<file path="src/rtl/ftf_pkg.sv">
package ftf_pkg;

  // Strobes issued by the control to the datapath for one clock
  typedef struct packed {
    logic push;     // store incoming trigger
    logic pop;      // retire head event
    logic idxClr;   // restart scan at entry 0
    logic idxInc;   // advance scan to next entry
    logic resLoad;  // emit a result this edge
    logic resFalse; // verdict of the emitted result
    logic ovfSet;   // a trigger was dropped
  } ftfCtl_t;

endpackage

</file>
<file path="src/rtl/ftf_offprimeTable.sv">
module ftf_offprimeTable #(
  parameter int TS_W   = 8,
  parameter int MAX_OP = 8,
  localparam int IDX_W = (MAX_OP > 1) ? $clog2(MAX_OP) : 1,
  localparam int CNT_W = $clog2(MAX_OP + 1)
) (
  input  logic             clk,
  input  logic             rst_n,
  input  logic             wrEn,
  input  logic [IDX_W-1:0] wrIdx,
  input  logic [TS_W-1:0]  wrMask,
  input  logic [TS_W-1:0]  wrValue,
  input  logic             cntWe,
  input  logic [CNT_W-1:0] cntIn,
  input  logic [IDX_W-1:0] rdIdx,
  input  logic [TS_W-1:0]  probeTs,
  output logic             hit,
  output logic             lastIdx,
  output logic             countZero
);

  logic [TS_W-1:0]  maskMem [MAX_OP];
  logic [TS_W-1:0]  valMem  [MAX_OP];
  logic [CNT_W-1:0] activeCnt;
  logic [TS_W-1:0]  selMask;
  logic [TS_W-1:0]  selVal;

  // One register pair per entry
  for (genvar e = 0; e < MAX_OP; e++) begin : g_entry
    always_ff @(posedge clk or negedge rst_n) begin
      if (!rst_n) begin
        maskMem[e] <= '0;
        valMem[e]  <= '0;
      end else if (wrEn && (wrIdx == IDX_W'(e))) begin
        maskMem[e] <= wrMask;
        valMem[e]  <= wrValue;
      end
    end
  end

  // Active count, saturated at the table size
  always_ff @(posedge clk or negedge rst_n) begin
    if (!rst_n) begin
      activeCnt <= '0;
    end else if (cntWe) begin
      activeCnt <= (cntIn > CNT_W'(MAX_OP)) ? CNT_W'(MAX_OP) : cntIn;
    end
  end

  always_comb begin
    selMask   = maskMem[rdIdx];
    selVal    = valMem[rdIdx];
    hit       = ((probeTs ^ selVal) & selMask) == '0;
    lastIdx   = (CNT_W'(rdIdx) + CNT_W'(1)) >= activeCnt;
    countZero = (activeCnt == '0);
  end

endmodule

</file>
<file path="src/rtl/ftf_eventFifo.sv">
module ftf_eventFifo #(
  parameter int TS_W  = 8,
  parameter int SEG_W = 4,
  parameter int DEPTH = 2,
  localparam int PTR_W = (DEPTH > 1) ? $clog2(DEPTH) : 1,
  localparam int OCC_W = $clog2(DEPTH + 1)
) (
  input  logic             clk,
  input  logic             rst_n,
  input  logic             push,
  input  logic             pop,
  input  logic [TS_W-1:0]  inTs,
  input  logic [SEG_W-1:0] inSeg,
  output logic [TS_W-1:0]  headTs,
  output logic [SEG_W-1:0] headSeg,
  output logic             empty,
  output logic             full
);

  logic [TS_W-1:0]  tsMem  [DEPTH];
  logic [SEG_W-1:0] segMem [DEPTH];
  logic [PTR_W-1:0] wrPtr;
  logic [PTR_W-1:0] rdPtr;
  logic [OCC_W-1:0] occ;

  function automatic logic [PTR_W-1:0] nextPtr(input logic [PTR_W-1:0] p);
    return (p == PTR_W'(DEPTH - 1)) ? '0 : p + PTR_W'(1);
  endfunction

  for (genvar s = 0; s < DEPTH; s++) begin : g_slot
    always_ff @(posedge clk or negedge rst_n) begin
      if (!rst_n) begin
        tsMem[s]  <= '0;
        segMem[s] <= '0;
      end else if (push && (wrPtr == PTR_W'(s))) begin
        tsMem[s]  <= inTs;
        segMem[s] <= inSeg;
      end
    end
  end

  always_ff @(posedge clk or negedge rst_n) begin
    if (!rst_n) begin
      wrPtr <= '0;
      rdPtr <= '0;
      occ   <= '0;
    end else begin
      if (push) wrPtr <= nextPtr(wrPtr);
      if (pop)  rdPtr <= nextPtr(rdPtr);
      case ({push, pop})
        2'b10:   occ <= occ + OCC_W'(1);
        2'b01:   occ <= occ - OCC_W'(1);
        default: occ <= occ;
      endcase
    end
  end

  always_comb begin
    headTs  = tsMem[rdPtr];
    headSeg = segMem[rdPtr];
    empty   = (occ == '0);
    full    = (occ == OCC_W'(DEPTH));
  end

endmodule

</file>
<file path="src/rtl/ftf_datapath.sv">
module ftf_datapath
  import ftf_pkg::*;
#(
  parameter int TS_W   = 8,
  parameter int SEG_W  = 4,
  parameter int DEPTH  = 2,
  parameter int MAX_OP = 8,
  localparam int IDX_W = (MAX_OP > 1) ? $clog2(MAX_OP) : 1,
  localparam int CNT_W = $clog2(MAX_OP + 1)
) (
  input  logic             clk,
  input  logic             rst_n,
  input  ftfCtl_t          ctl,
  input  logic             cfgWe,
  input  logic [IDX_W-1:0] cfgIdx,
  input  logic [TS_W-1:0]  cfgMask,
  input  logic [TS_W-1:0]  cfgValue,
  input  logic             cfgCntWe,
  input  logic [CNT_W-1:0] cfgCnt,
  input  logic [TS_W-1:0]  trigTs,
  input  logic [SEG_W-1:0] trigSeg,
  input  logic             ovfClear,
  output logic             stEmpty,
  output logic             stFull,
  output logic             stHit,
  output logic             stLast,
  output logic             stCntZero,
  output logic             resValid,
  output logic [SEG_W-1:0] resSeg,
  output logic             resFalse,
  output logic             overflow
);

  logic [IDX_W-1:0] scanIdx;
  logic [TS_W-1:0]  headTs;
  logic [SEG_W-1:0] headSeg;

  ftf_eventFifo #(
    .TS_W (TS_W),
    .SEG_W(SEG_W),
    .DEPTH(DEPTH)
  ) u_fifo (
    .clk    (clk),
    .rst_n  (rst_n),
    .push   (ctl.push),
    .pop    (ctl.pop),
    .inTs   (trigTs),
    .inSeg  (trigSeg),
    .headTs (headTs),
    .headSeg(headSeg),
    .empty  (stEmpty),
    .full   (stFull)
  );

  ftf_offprimeTable #(
    .TS_W  (TS_W),
    .MAX_OP(MAX_OP)
  ) u_table (
    .clk      (clk),
    .rst_n    (rst_n),
    .wrEn     (cfgWe),
    .wrIdx    (cfgIdx),
    .wrMask   (cfgMask),
    .wrValue  (cfgValue),
    .cntWe    (cfgCntWe),
    .cntIn    (cfgCnt),
    .rdIdx    (scanIdx),
    .probeTs  (headTs),
    .hit      (stHit),
    .lastIdx  (stLast),
    .countZero(stCntZero)
  );

  // Scan pointer into the off-prime list
  always_ff @(posedge clk or negedge rst_n) begin
    if (!rst_n) begin
      scanIdx <= '0;
    end else if (ctl.idxClr) begin
      scanIdx <= '0;
    end else if (ctl.idxInc) begin
      scanIdx <= scanIdx + IDX_W'(1);
    end
  end

  // Result registers
  always_ff @(posedge clk or negedge rst_n) begin
    if (!rst_n) begin
      resValid <= 1'b0;
      resSeg   <= '0;
      resFalse <= 1'b0;
    end else begin
      resValid <= ctl.resLoad;
      if (ctl.resLoad) begin
        resSeg   <= headSeg;
        resFalse <= ctl.resFalse;
      end
    end
  end

  // Sticky overflow, setting has priority over clearing
  always_ff @(posedge clk or negedge rst_n) begin
    if (!rst_n) begin
      overflow <= 1'b0;
    end else if (ctl.ovfSet) begin
      overflow <= 1'b1;
    end else if (ovfClear) begin
      overflow <= 1'b0;
    end
  end

endmodule

</file>
<file path="src/rtl/ftf_ctrl.sv">
module ftf_ctrl
  import ftf_pkg::*;
(
  input  logic    trigValid,
  input  logic    stEmpty,
  input  logic    stFull,
  input  logic    stHit,
  input  logic    stLast,
  input  logic    stCntZero,
  output ftfCtl_t ctl
);

  logic busy;
  logic finish;
  logic falseHit;

  always_comb begin
    busy     = !stEmpty;
    falseHit = !stCntZero && stHit;
    finish   = busy && (stCntZero || stHit || stLast);

    ctl          = '0;
    ctl.push     = trigValid && !stFull;
    ctl.ovfSet   = trigValid && stFull;
    ctl.resLoad  = finish;
    ctl.resFalse = falseHit;
    ctl.pop      = finish;
    ctl.idxClr   = finish;
    ctl.idxInc   = busy && !finish;
  end

endmodule

</file>
<file path="src/rtl/false_trig_filter.sv">
module false_trig_filter
  import ftf_pkg::*;
#(
  parameter int TS_W   = 8,
  parameter int SEG_W  = 4,
  parameter int DEPTH  = 2,
  parameter int MAX_OP = 8,
  localparam int IDX_W = (MAX_OP > 1) ? $clog2(MAX_OP) : 1,
  localparam int CNT_W = $clog2(MAX_OP + 1)
) (
  input  logic             clk,
  input  logic             rst_n,
  input  logic             cfgWe,
  input  logic [IDX_W-1:0] cfgIdx,
  input  logic [TS_W-1:0]  cfgMask,
  input  logic [TS_W-1:0]  cfgValue,
  input  logic             cfgCntWe,
  input  logic [CNT_W-1:0] cfgCnt,
  input  logic             trigValid,
  input  logic [TS_W-1:0]  trigTs,
  input  logic [SEG_W-1:0] trigSeg,
  input  logic             ovfClear,
  output logic             resValid,
  output logic [SEG_W-1:0] resSeg,
  output logic             resFalse,
  output logic             overflow
);

  ftfCtl_t ctl;
  logic    stEmpty;
  logic    stFull;
  logic    stHit;
  logic    stLast;
  logic    stCntZero;

  ftf_ctrl u_ctrl (
    .trigValid(trigValid),
    .stEmpty  (stEmpty),
    .stFull   (stFull),
    .stHit    (stHit),
    .stLast   (stLast),
    .stCntZero(stCntZero),
    .ctl      (ctl)
  );

  ftf_datapath #(
    .TS_W  (TS_W),
    .SEG_W (SEG_W),
    .DEPTH (DEPTH),
    .MAX_OP(MAX_OP)
  ) u_dp (
    .clk      (clk),
    .rst_n    (rst_n),
    .ctl      (ctl),
    .cfgWe    (cfgWe),
    .cfgIdx   (cfgIdx),
    .cfgMask  (cfgMask),
    .cfgValue (cfgValue),
    .cfgCntWe (cfgCntWe),
    .cfgCnt   (cfgCnt),
    .trigTs   (trigTs),
    .trigSeg  (trigSeg),
    .ovfClear (ovfClear),
    .stEmpty  (stEmpty),
    .stFull   (stFull),
    .stHit    (stHit),
    .stLast   (stLast),
    .stCntZero(stCntZero),
    .resValid (resValid),
    .resSeg   (resSeg),
    .resFalse (resFalse),
    .overflow (overflow)
  );

endmodule

</file>
<file path="config.mk">
export PLATFORM = sky130hd
export DESIGN_NAME = false_trig_filter
export DESIGN_NICKNAME = d
export VERILOG_FILES = /design/src/rtl/ftf_pkg.sv /design/src/rtl/ftf_offprimeTable.sv /design/src/rtl/ftf_eventFifo.sv /design/src/rtl/ftf_datapath.sv /design/src/rtl/ftf_ctrl.sv /design/src/rtl/false_trig_filter.sv
export SDC_FILE = /design/constraint.sdc
export NUM_CORES = 1
export LEC_CHECK = 0
export BUFFER_PORTS_ARGS = -buffer_cell sky130_fd_sc_hd__buf_2
export CAP_MARGIN = 10
export CORE_ASPECT_RATIO = 0.5
export CORE_MARGIN = 2
export CORE_UTILIZATION = 30
export CTS_CLUSTER_SIZE = 8
export DETAILED_ROUTE_END_ITERATION = 10
export PLACE_DENSITY_LB_ADDON = 0.05
export SYNTH_ARGS = -nofsm -noshare
export SYNTH_HDL_FRONTEND = slang
export SYNTH_SLANG_ARGS = --single-unit
</file>
<file path="constraint.sdc">
create_clock -name clk -period 3.2 [get_ports clk]
set_input_delay 0.16 -clock clk [delete_from_list [all_inputs] [get_ports clk]]
set_output_delay 0.16 -clock clk [all_outputs]
set_load 0.05 [all_outputs]
</file>
Word level (Yosys, flattened, before mapping)

Index checks and enable logic that the tools add are counted.

Add/sub/neg operators: 6
Multiply operators: 0
Divide/modulo/power cells: 0
$lt $le $gt $ge: 4
Eq/ne operators: 10
Shift-type cells: 0
Mux-type cells: 20
Bitwise logic cells: 5
Reductions and logical operators: 28

Operator list:

| operator                                                               | count |
|---|---|
| 8-bit two-way mux                                                      | 7 |
| 8-bit binary-select mux with 3-bit select                              | 2 |
| 4-bit two-way mux                                                      | 4 |
| 1-bit logical AND                                                      | 15 |
| 3-bit equality test (second input constant)                            | 4 |
| 8-bit AND                                                              | 1 |
| 8-bit logical NOT                                                      | 1 |
| 8-bit bitwise XOR                                                      | 1 |
| 3-bit by 2-bit equality test with 1-bit output (second input constant) | 2 |
| 3-bit two-way mux                                                      | 2 |
| 2-bit nonzero test                                                     | 3 |
| 3-bit by 1-bit adder with 4-bit output (second input constant)         | 1 |
| 2-bit equality test (second input constant)                            | 2 |
| 4-bit greater-or-equal comparator                                      | 1 |
| 4-bit greater-or-equal comparator (second input constant)              | 1 |
| 4-bit > comparator (second input constant)                             | 1 |
| 1-bit logical NOT                                                      | 4 |
| 4-bit logical NOT                                                      | 1 |
| 1-bit two-way mux                                                      | 4 |
| 3-bit inverter with 4-bit output                                       | 1 |
| 2-bit one-hot mux with 2 select lines                                  | 1 |
| 3-bit by 1-bit adder with 3-bit output (second input constant)         | 1 |
| 3-bit by 1-bit equality test with 1-bit output (second input constant) | 1 |
| 3-bit logical NOT                                                      | 1 |
| other kinds (9)                                                        | 11 |

Flip-flop bits (word level): 170
Latch bits: 0
RAM bits: 0
ROM bits: 0
Logic and storage cells: 102
Memories: 0

Longest topological paths before layout

Gate-level depths: netlist of the first run.

Depth after elaboration: 14
Gate-level depth with buffers: 14
Depth with buffers taken out: 13

Modules after synthesis

From an unflattened synthesis of the first run, not the netlist that was laid out.

Cells, all modules: 537
Area, all modules: 7927.6 um^2

By module, submodules not included:

| module            | instances | cells each | area an instance (um^2) | sequential area each (um^2) |
|---|---|---|---|---|
| ftf_offprimeTable | 1         | 423        | 6216.0                  | 3303.2 |
| ftf_eventFifo     | 1         | 79         | 1262.5                  | 700.7 |
| ftf_datapath      | 1         | 25         | 379.1                   | 250.2 |
| ftf_ctrl          | 1         | 10         | 70.1                    | 0.0 |

Least setup slack after synthesis of the first run

Ideal clock, no wire load.

Path kind: register to register
Start point: reg u_dp.scanIdx[1]
End point: reg u_dp.u_fifo.occ[1]
Library setup time: 0.079 ns
Arrival: 3.024 ns
Required time: 3.121 ns
Setup slack: 0.097 ns
Stages on the path, launching flop included: 13
Buffers on the path: 3
Clock period less this slack: 3.103 ns
Path through: dfrtp_1 > buf_4 > buf_2 > clkbuf_1 > and3_1 > ha_1 > a211oi_1 > o32ai_1 > a21oi_4 > inv_1 > ha_1 > nor2_1 > xor2_1

RTL lines:

| what                   | RTL line            | source |
|---|---|---|
| from (decl)            | ftf_datapath.sv:34  | `logic [IDX_W-1:0] scanIdx;` |
| from (signal assigned) | ftf_datapath.sv:81  | `scanIdx <= scanIdx + IDX_W'(1);` |
| to (signal assigned)   | ftf_eventFifo.sv:51 | `2'b10: occ <= occ + OCC_W'(1);` |
| to (signal assigned)   | ftf_eventFifo.sv:52 | `2'b01: occ <= occ - OCC_W'(1);` |
| to (decl)              | ftf_eventFifo.sv:24 | `logic [OCC_W-1:0] occ;` |

==> results of run 1 <==
## state kept, by name (all words and copies together) (netlist names)
signal and cells:
u_dp.u_table.activeCnt 4, u_dp.u_table.valMem 64, u_dp.u_fifo.tsMem 16, u_dp.resFalse 1, u_dp.resValid 1, u_dp.u_fifo.rdPtr 1, u_dp.resSeg 4, u_dp.u_fifo.segMem 8
u_dp.u_fifo.occ 2, u_dp.overflow 1, u_dp.scanIdx 3, u_dp.u_table.maskMem 64, u_dp.u_fifo.wrPtr 1
## layer usage
layer	up-vias	wire length (µm)	global-route usage, %
met5	-	0	0
met4	0	217	5.07
met3	14	536	3.35
met2	57	8470	21.9
met1	2559	11200	24.5
li1	2308	-	-
## synth_stat cells, drive strengths merged (2+ instances only)
master	count	area (µm²)
nor4b	2	17.5
a22oi	2	15.0
mux4	4	90.1
nor2	8	30.0
mux2i	35	404
nor4bb	2	20.0
nand3	2	10.0
nor4	5	31.3
nand2	16	60.1
nand2b	9	56.3
clkbuf	16	60.1
a2111o	3	33.8
o21ai	10	50.1
inv	9	33.8
nand4	2	12.5
buf	8	56.3
nor3b	4	30.0
a221oi	4	35.0
a21o	2	15.0
a211oi	2	15.0
xor2	7	61.3
a22o	3	26.3
o22ai	2	12.5
nor3	4	20.0
xnor2	31	272
o32ai	3	26.3
nand3b	5	37.5
dfrtp	170	4250
a2111oi	2	36.3
nand4b	3	26.3
and3	4	25.0
ha	6	75.1
a21oi	4	31.3
mux2	165	1870
## power breakdown
part	leakage, nW	switching (W)	internal [W]
registers	2.04	0.000371	0.00276
clock network	0.284	0.000850	0.00115
logic	1.81	0.00178	0.00195
total	4.14	0.00300	0.00586
## cells in the final DEF, fill, tap and decap left out, drive strengths merged, types with 3 or more instances in the layout
master,netlist,layout
dfrtp,170,170
mux2,165,165
buf,8,92
mux2i,35,35
xnor2,31,31
dlygate4sd3,0,24
clkbuf,16,24
nand2,16,16
o21ai,10,10
inv,9,9
nand2b,9,9
nor2,8,8
xor2,7,7
clkinv,0,7
ha,6,6
nand3b,5,5
nor4,5,5
and3,4,4
a221oi,4,4
mux4,4,4
a21oi,4,4
nor3b,4,4
nor3,4,4
a22o,3,3
a2111o,3,3
nand4b,3,3
o32ai,3,3
## timing repair
action | CTS | global route
pin swaps | 0 | 1
hold buffers | 24 | 0
resized for setup | 2 | 9
hold endpoints to repair | 104 | 0
buffers inserted | 0 | 3
setup endpoints to repair | 6 | 1
## area by class of cell
type / instances / area share [%]
clock buffer: 24 / 5.01
timing repair buffer: 116 / 9.15
tap: 352 / 4.49
sequential: 170 / 43.4
clock inverter: 8 / 0.701
inverter: 9 / 0.344
multi-input combinational: 364 / 36.9
## per-stage QoR
| stage | TNS, ns | setup slack (ns) | area, µm² | hold WS (ns) |
|---|---|---|---|---|
| after floorplan | 0 | 0.0965 | 7960 | -0.136 |
| after global placement | 0 | 0.0254 | 8930 | 0.273 |
| after detailed placement | -0.332 | -0.143 | 8930 | 0.279 |
| after CTS | 0 | 0.0527 | 9740 | 0.0302 |
| after global routing | -0.000987 | -0.000987 | 9810 | 0.0691 |
| final | 0 | 0.183 | 9810 | 0.0659 |
## worst paths after layout
check                                      endpoint  slack [ns]                      from  cells after the start
max in group asynchronous            u_dp.resSeg[1]        2.02                     rst_n                      3
hold reg to reg            u_dp.u_table.maskMem[12]        0.50  u_dp.u_table.maskMem[12]                      1
min in group asynchronous   u_dp.u_table.valMem[19]        0.32                     rst_n                      2
setup / recovery                 u_dp.u_fifo.occ[1]        0.18         u_dp.u_fifo.rdPtr                     14
setup reg to reg                 u_dp.u_fifo.occ[1]        0.18         u_dp.u_fifo.rdPtr                     14
hold / removal                    u_dp.u_fifo.wrPtr        0.07                 trigValid                      3
## worst max-delay path, stage by stage, from the launching register on
cell       delay (ns)
dfrtp_1          0.36
buf_4            0.20
mux2i_1          0.22
buf_4            0.24
mux2i_1          0.32
a2111oi_2        0.09
buf_4            0.14
o211ai_1         0.20
buf_4            0.16
a21oi_2          0.07
a21oi_4          0.22
inv_1            0.08
ha_1             0.32
nor2_1           0.13
xor2_1           0.16
## logic make-up after synthesis
kind of cell               share of synthesized area (%)
AOI/OAI and AO/OA                                   4.85
DFF                                                 53.4
xor gates and xnor gates                            4.18
muxes                                               29.7
and+or+nand+nor                                     5.00
adders and majority gates                          0.943
buffers and inverters                               1.89
==> results.ini, run 1 <==
[cells_and_area]
drive_gt1_share_pct = 45.3
seq_area_um2 = 4260
synthToLayoutAreaGrowth_pct = 23.2
finalNetCount = 725
multi_input_area_um2 = 3630
num_antenna_cells = 0
n_fill_cell = 2580
final_cells = 1043
fin_util_pct = 37.4

[pwr]
p_leak_nw = 4.14
power_per_cell_area_nw_per_um2 = 902
power_w = 0.00886
irDropWorstVdd_uv = 443

[floorplan]
fp.dieArea_um2 = 27900
die_h_um = 119
start_util_pct = 30.3
chipWidth_um = 234
std_cell_rows = 42
coreArea_um2 = 26300
io_pins = 48

[synth]
synthCells = 567
syn_nets = 614
synth_ff_type = dfrtp_1
synth_edf_count = 0
yosys_warnings = 0
yosysUniqueCellTypes = 55
async_flop_share_pct = 100
yosysSeqAreaShare_pct = 53.4
synth.avg_cell_area_um2 = 14.0
ys_ff_latch = 170
syn_area_um2 = 7960

[route]
postRouteWirelength_mm = 20.4
drc = 0
routedWlPerCell_um = 19.6
vias_per_cell = 4.73
firstDrtPassIters = 4
drtIter0Drc = 269
dr_total_vias = 4938
drtAntennaViolNets = 0

[run]
drv_cap = 0

[critical_path]
endpoint_kind = flip-flop
critical_path_required_ns = 3.56
path_class = reg -> reg
worstPathMaxFanout = 7
cp.arrival_ns = 3.38
start_kind = flip-flop

[sta]
setup_violations = 0
timing.fmax_mhz = 331
worstMarginPinSlew_ns = 0.816
final_hold_viol_count = 0
finalCritPeriodShare_pct = 94.3
finClkSkew_ns = 0.00820
maxSlewHeadroom_pct = 45.6
fin_crit_ns = 3.02
slew_violations = 0

[clocking]
cts.path.max_buffers = 2
cts_root_buffer = clkbuf_16
path_clk_slew_ns = 0.06
cts_made_buffers = 17
clk_latency_ns = 0.44
htree_levels = 4
clock-sinks = 170
cts_tree = built

[place]
dp_cells = 984
gp_congestion = 0.702
portBuffers = 47
dpl.hpwl_mm = 13.7

[hold_path]
hp-class = in -> reg

[global_route]
grt_use_total_pct = 15.9
grt-ovfl-total = 0
grt_pass1_vias = 5277
grt_start_max_net_pins = 79
grt_pass1_wl_mm = 32.3
antenna_found_initial = 0

[run_status]
outcome = completed

Note: power is estimated with default switching activity, not from simulation.
==> run 2, diff against run 1 <==
CORE_UTILIZATION = 55   (was 30)
==> results.ini, run 2 (synthesized netlist as in run 1, its figures left out) <==
[floorplan]
start_util_pct = 55.6  ; +25 points
coreArea_um2 = 14300  ; -46%
io_pins = 48  ; unchanged
fp.dieArea_um2 = 15500  ; -44%
std_cell_rows = 31  ; -26%
chipWidth_um = 174  ; -26%
die_h_um = 89.1  ; -25%

[critical_path]
crit_chain = buf_12 > mux2_2 > nor3b_1 > a2111o_1 > a2111o_1 > o32ai_2 > buf_4 > a21oi_4 > inv_1 > ha_1 > nor2_2 > xor2_1
critPathBufInv = 3  ; -2
cp.arrival_ns = 3.42  ; +0.04 ns
path_class = reg -> reg
endpoint_kind = flip-flop
cp_common_cell = a2111o_1
rr_worst_depth = 12  ; -2
worstPathMaxFanout = 9  ; +2
critical_path.top_delay_family = compound AO/OA/AOI/OAI gates
startpoint = u_dp.scanIdx[1]
critical_path_required_ns = 3.55  ; about the same
critPathSlowestCell = a2111o_1
slowest_delay_ns = 0.45  ; +0.09 ns
crit_cells = 12  ; -2
timing.rr.start = u_dp.scanIdx[1]
start_kind = flip-flop

[route]
vias_per_cell = 5.54  ; +17%
drtAntennaViolNets = 0  ; unchanged
drc = 0  ; unchanged
drtIter0Drc = 304  ; +13%
dr_total_vias = 4923  ; -0.30%
postRouteWirelength_mm = 17.2  ; -16%
firstDrtPassIters = 4  ; unchanged
routedWlPerCell_um = 19.4  ; -0.99%

[sta]
fin_crit_ns = 3.07  ; +0.0536 ns
finClkSkew_ns = 0.0173  ; +0.00907 ns
finalCritPeriodShare_pct = 96.0  ; +1.7 points
worstMarginPinSlew_ns = 0.757  ; -0.0587 ns
slew_violations = 0  ; unchanged
final_hold_viol_count = 0  ; unchanged
maxSlewHeadroom_pct = 49.5  ; +3.9 points
rsz0062_at_grt = no
timing.fmax_mhz = 326  ; -1.7%
setup_violations = 0  ; unchanged
tns_ns = 0  ; unchanged

[clocking]
clk_latency_ns = 0.42  ; -0.02 ns
cts.path.max_buffers = 2  ; unchanged
cts_made_buffers = 17  ; unchanged
htree_levels = 4  ; unchanged
cts_root_buffer = clkbuf_16
cts_tree = built
clock-sinks = 170  ; unchanged
path_clk_slew_ns = 0.07  ; about the same

[place]
placed_area_um2 = 8730  ; -2.3%
portBuffers = 47  ; unchanged
gp_congestion = 0.783  ; +11%
dpl.hpwl_mm = 11.4  ; -17%

[pwr]
p_sw_share_pct = 34.0  ; +0.18 points
irDropWorstVdd_uv = 418  ; -5.5%
p_leak_nw = 4.15  ; +0.31%
pwr-share-comb_pct = 41.8  ; -0.3 points
power_frac_seq_pct = 35.0  ; -0.4 points
power_per_cell_area_nw_per_um2 = 923  ; +2.2%
clkPwrFrac_pct = 23.2  ; +0.7 points
p_sw_w = 0.00304  ; +1.4%
p_int_w = 0.00589  ; +0.58%

[cells_and_area]
num_antenna_cells = 0  ; unchanged
synthToLayoutAreaGrowth_pct = 21.6
final_cell_mix = dfrtp_1, mux2_2, buf_2
drive_gt1_share_pct = 46.5  ; +1.2 points
finalNetCount = 725  ; unchanged
n_fill_cell = 1049  ; -59%
top_regs = u_dp.u_table.maskMem: 64 flops, u_dp.u_table.valMem: 64 flops, u_dp.u_fifo.tsMem: 16 flops
design_area_um2 = 9680  ; -1.4%
final_common_cell = dfrtp_1

[hold_path]
hp-start = cfgCntWe
hp-class = in -> reg
holdPathStages = 2  ; -1

[global_route]
grt_pass1_vias = 5013  ; -5.0%
grt_pass1_wl_mm = 27.7  ; -14%
grt_use_total_pct = 23.8  ; +7.9 points
antenna_found_initial = 0  ; unchanged
grt_start_max_net_pins = 82  ; +3.8%
grt-ovfl-total = 0  ; unchanged

[run]
drv_cap = 0  ; unchanged

[run_status]
outcome = completed

[run 2: changes by cell type in the layout (fill, tap and decap cells not counted), moves of 3 or more]
| cell | change |
|---|---|
| clkinv_2 | -6 |
| inv_6 | +3 |
| clkinvlp_4 | +4 |
| buf_4 | +4 |
| clkbuf_8 | -3 |
| inv_8 | +5 |
| dlygate4sd3_1 | -6 |
| clkbuf_1 | -3 |
[run 2: layout make-up]
class | count | area, µm² | share of cell area, %
Timing Repair Buffer | 116 | 930 | 9.60
Clock inverter | 14 | 151 | 1.56
Sequential cell | 170 | 4260 | 44.0
Multi-Input combinational cell | 364 | 3620 | 37.4
Tap cell | 198 | 248 | 2.56
Inverter | 9 | 33.8 | 0.349
Clock buffer | 18 | 439 | 4.54
[run 2: path summary, 6_finish.rpt]
check / slack [ns] / end
worst max-delay path: 0.13 / u_dp.u_fifo.occ[1]
worst max register to register: 0.13 / u_dp.u_fifo.occ[1]
worst min-delay path: 0.02 / u_dp.u_table.activeCnt[3]
worst min register to register: 0.50 / u_dp.u_table.maskMem[50]
min in group asynchronous: 0.35 / u_dp.u_table.activeCnt[1]
max in group asynchronous: 1.94 / u_dp.u_fifo.tsMem[3]
[run 2: power groups by stage]
stage / combinational, W / clock (W) / sequential [W]
after floorplan: 0.00232 / 0 / 0.00321
after global placement: 0.00344 / 0 / 0.00314
after detailed placement: 0.00349 / 0 / 0.00316
after CTS: 0.00354 / 0.00212 / 0.00312
after global routing: 0.00402 / 0.00221 / 0.00320
final: 0.00373 / 0.00208 / 0.00312
[run 2: worst reg2reg max path: stages, from the launching register on]
cell and delay, ns:
dfrtp_2 0.41, buf_12 0.15, mux2_2 0.34, nor3b_1 0.14
a2111o_1 0.43, a2111o_1 0.45, o32ai_2 0.28, buf_4 0.15
a21oi_4 0.03, inv_1 0.10, ha_1 0.26, nor2_2 0.12
xor2_1 0.14
[run 2: routing by layer]
metal	GRT usage, %	wire [µm]
met1	35.7	8610
met2	36.3	7510
met3	3.91	1010
met4	6.42	82
met5	0	0
[run 2: metrics by stage]
step | util [%] | cells | setup slack (ns) | total power [W] | hold WS, ns
after floorplan | - | 567 | 0.0965 | 0.00553 | -0.136
after global placement | 61.0 | 827 | 0.155 | 0.00658 | 0.263
after detailed placement | 61.0 | 827 | 0.124 | 0.00665 | 0.266
after CTS | 66.4 | 877 | 0.0745 | 0.00878 | 0.00161
after global routing | 67.6 | 889 | 0.0183 | 0.00943 | 0.0409
final | 67.6 | 889 | 0.129 | 0.00893 | 0.0241
[run 2: what timing repair did]
item	CTS	global route
hold endpoints to repair	106	0
buffers inserted	0	11
resized for setup	0	10
hold buffers	18	0
setup endpoints to repair	0	4
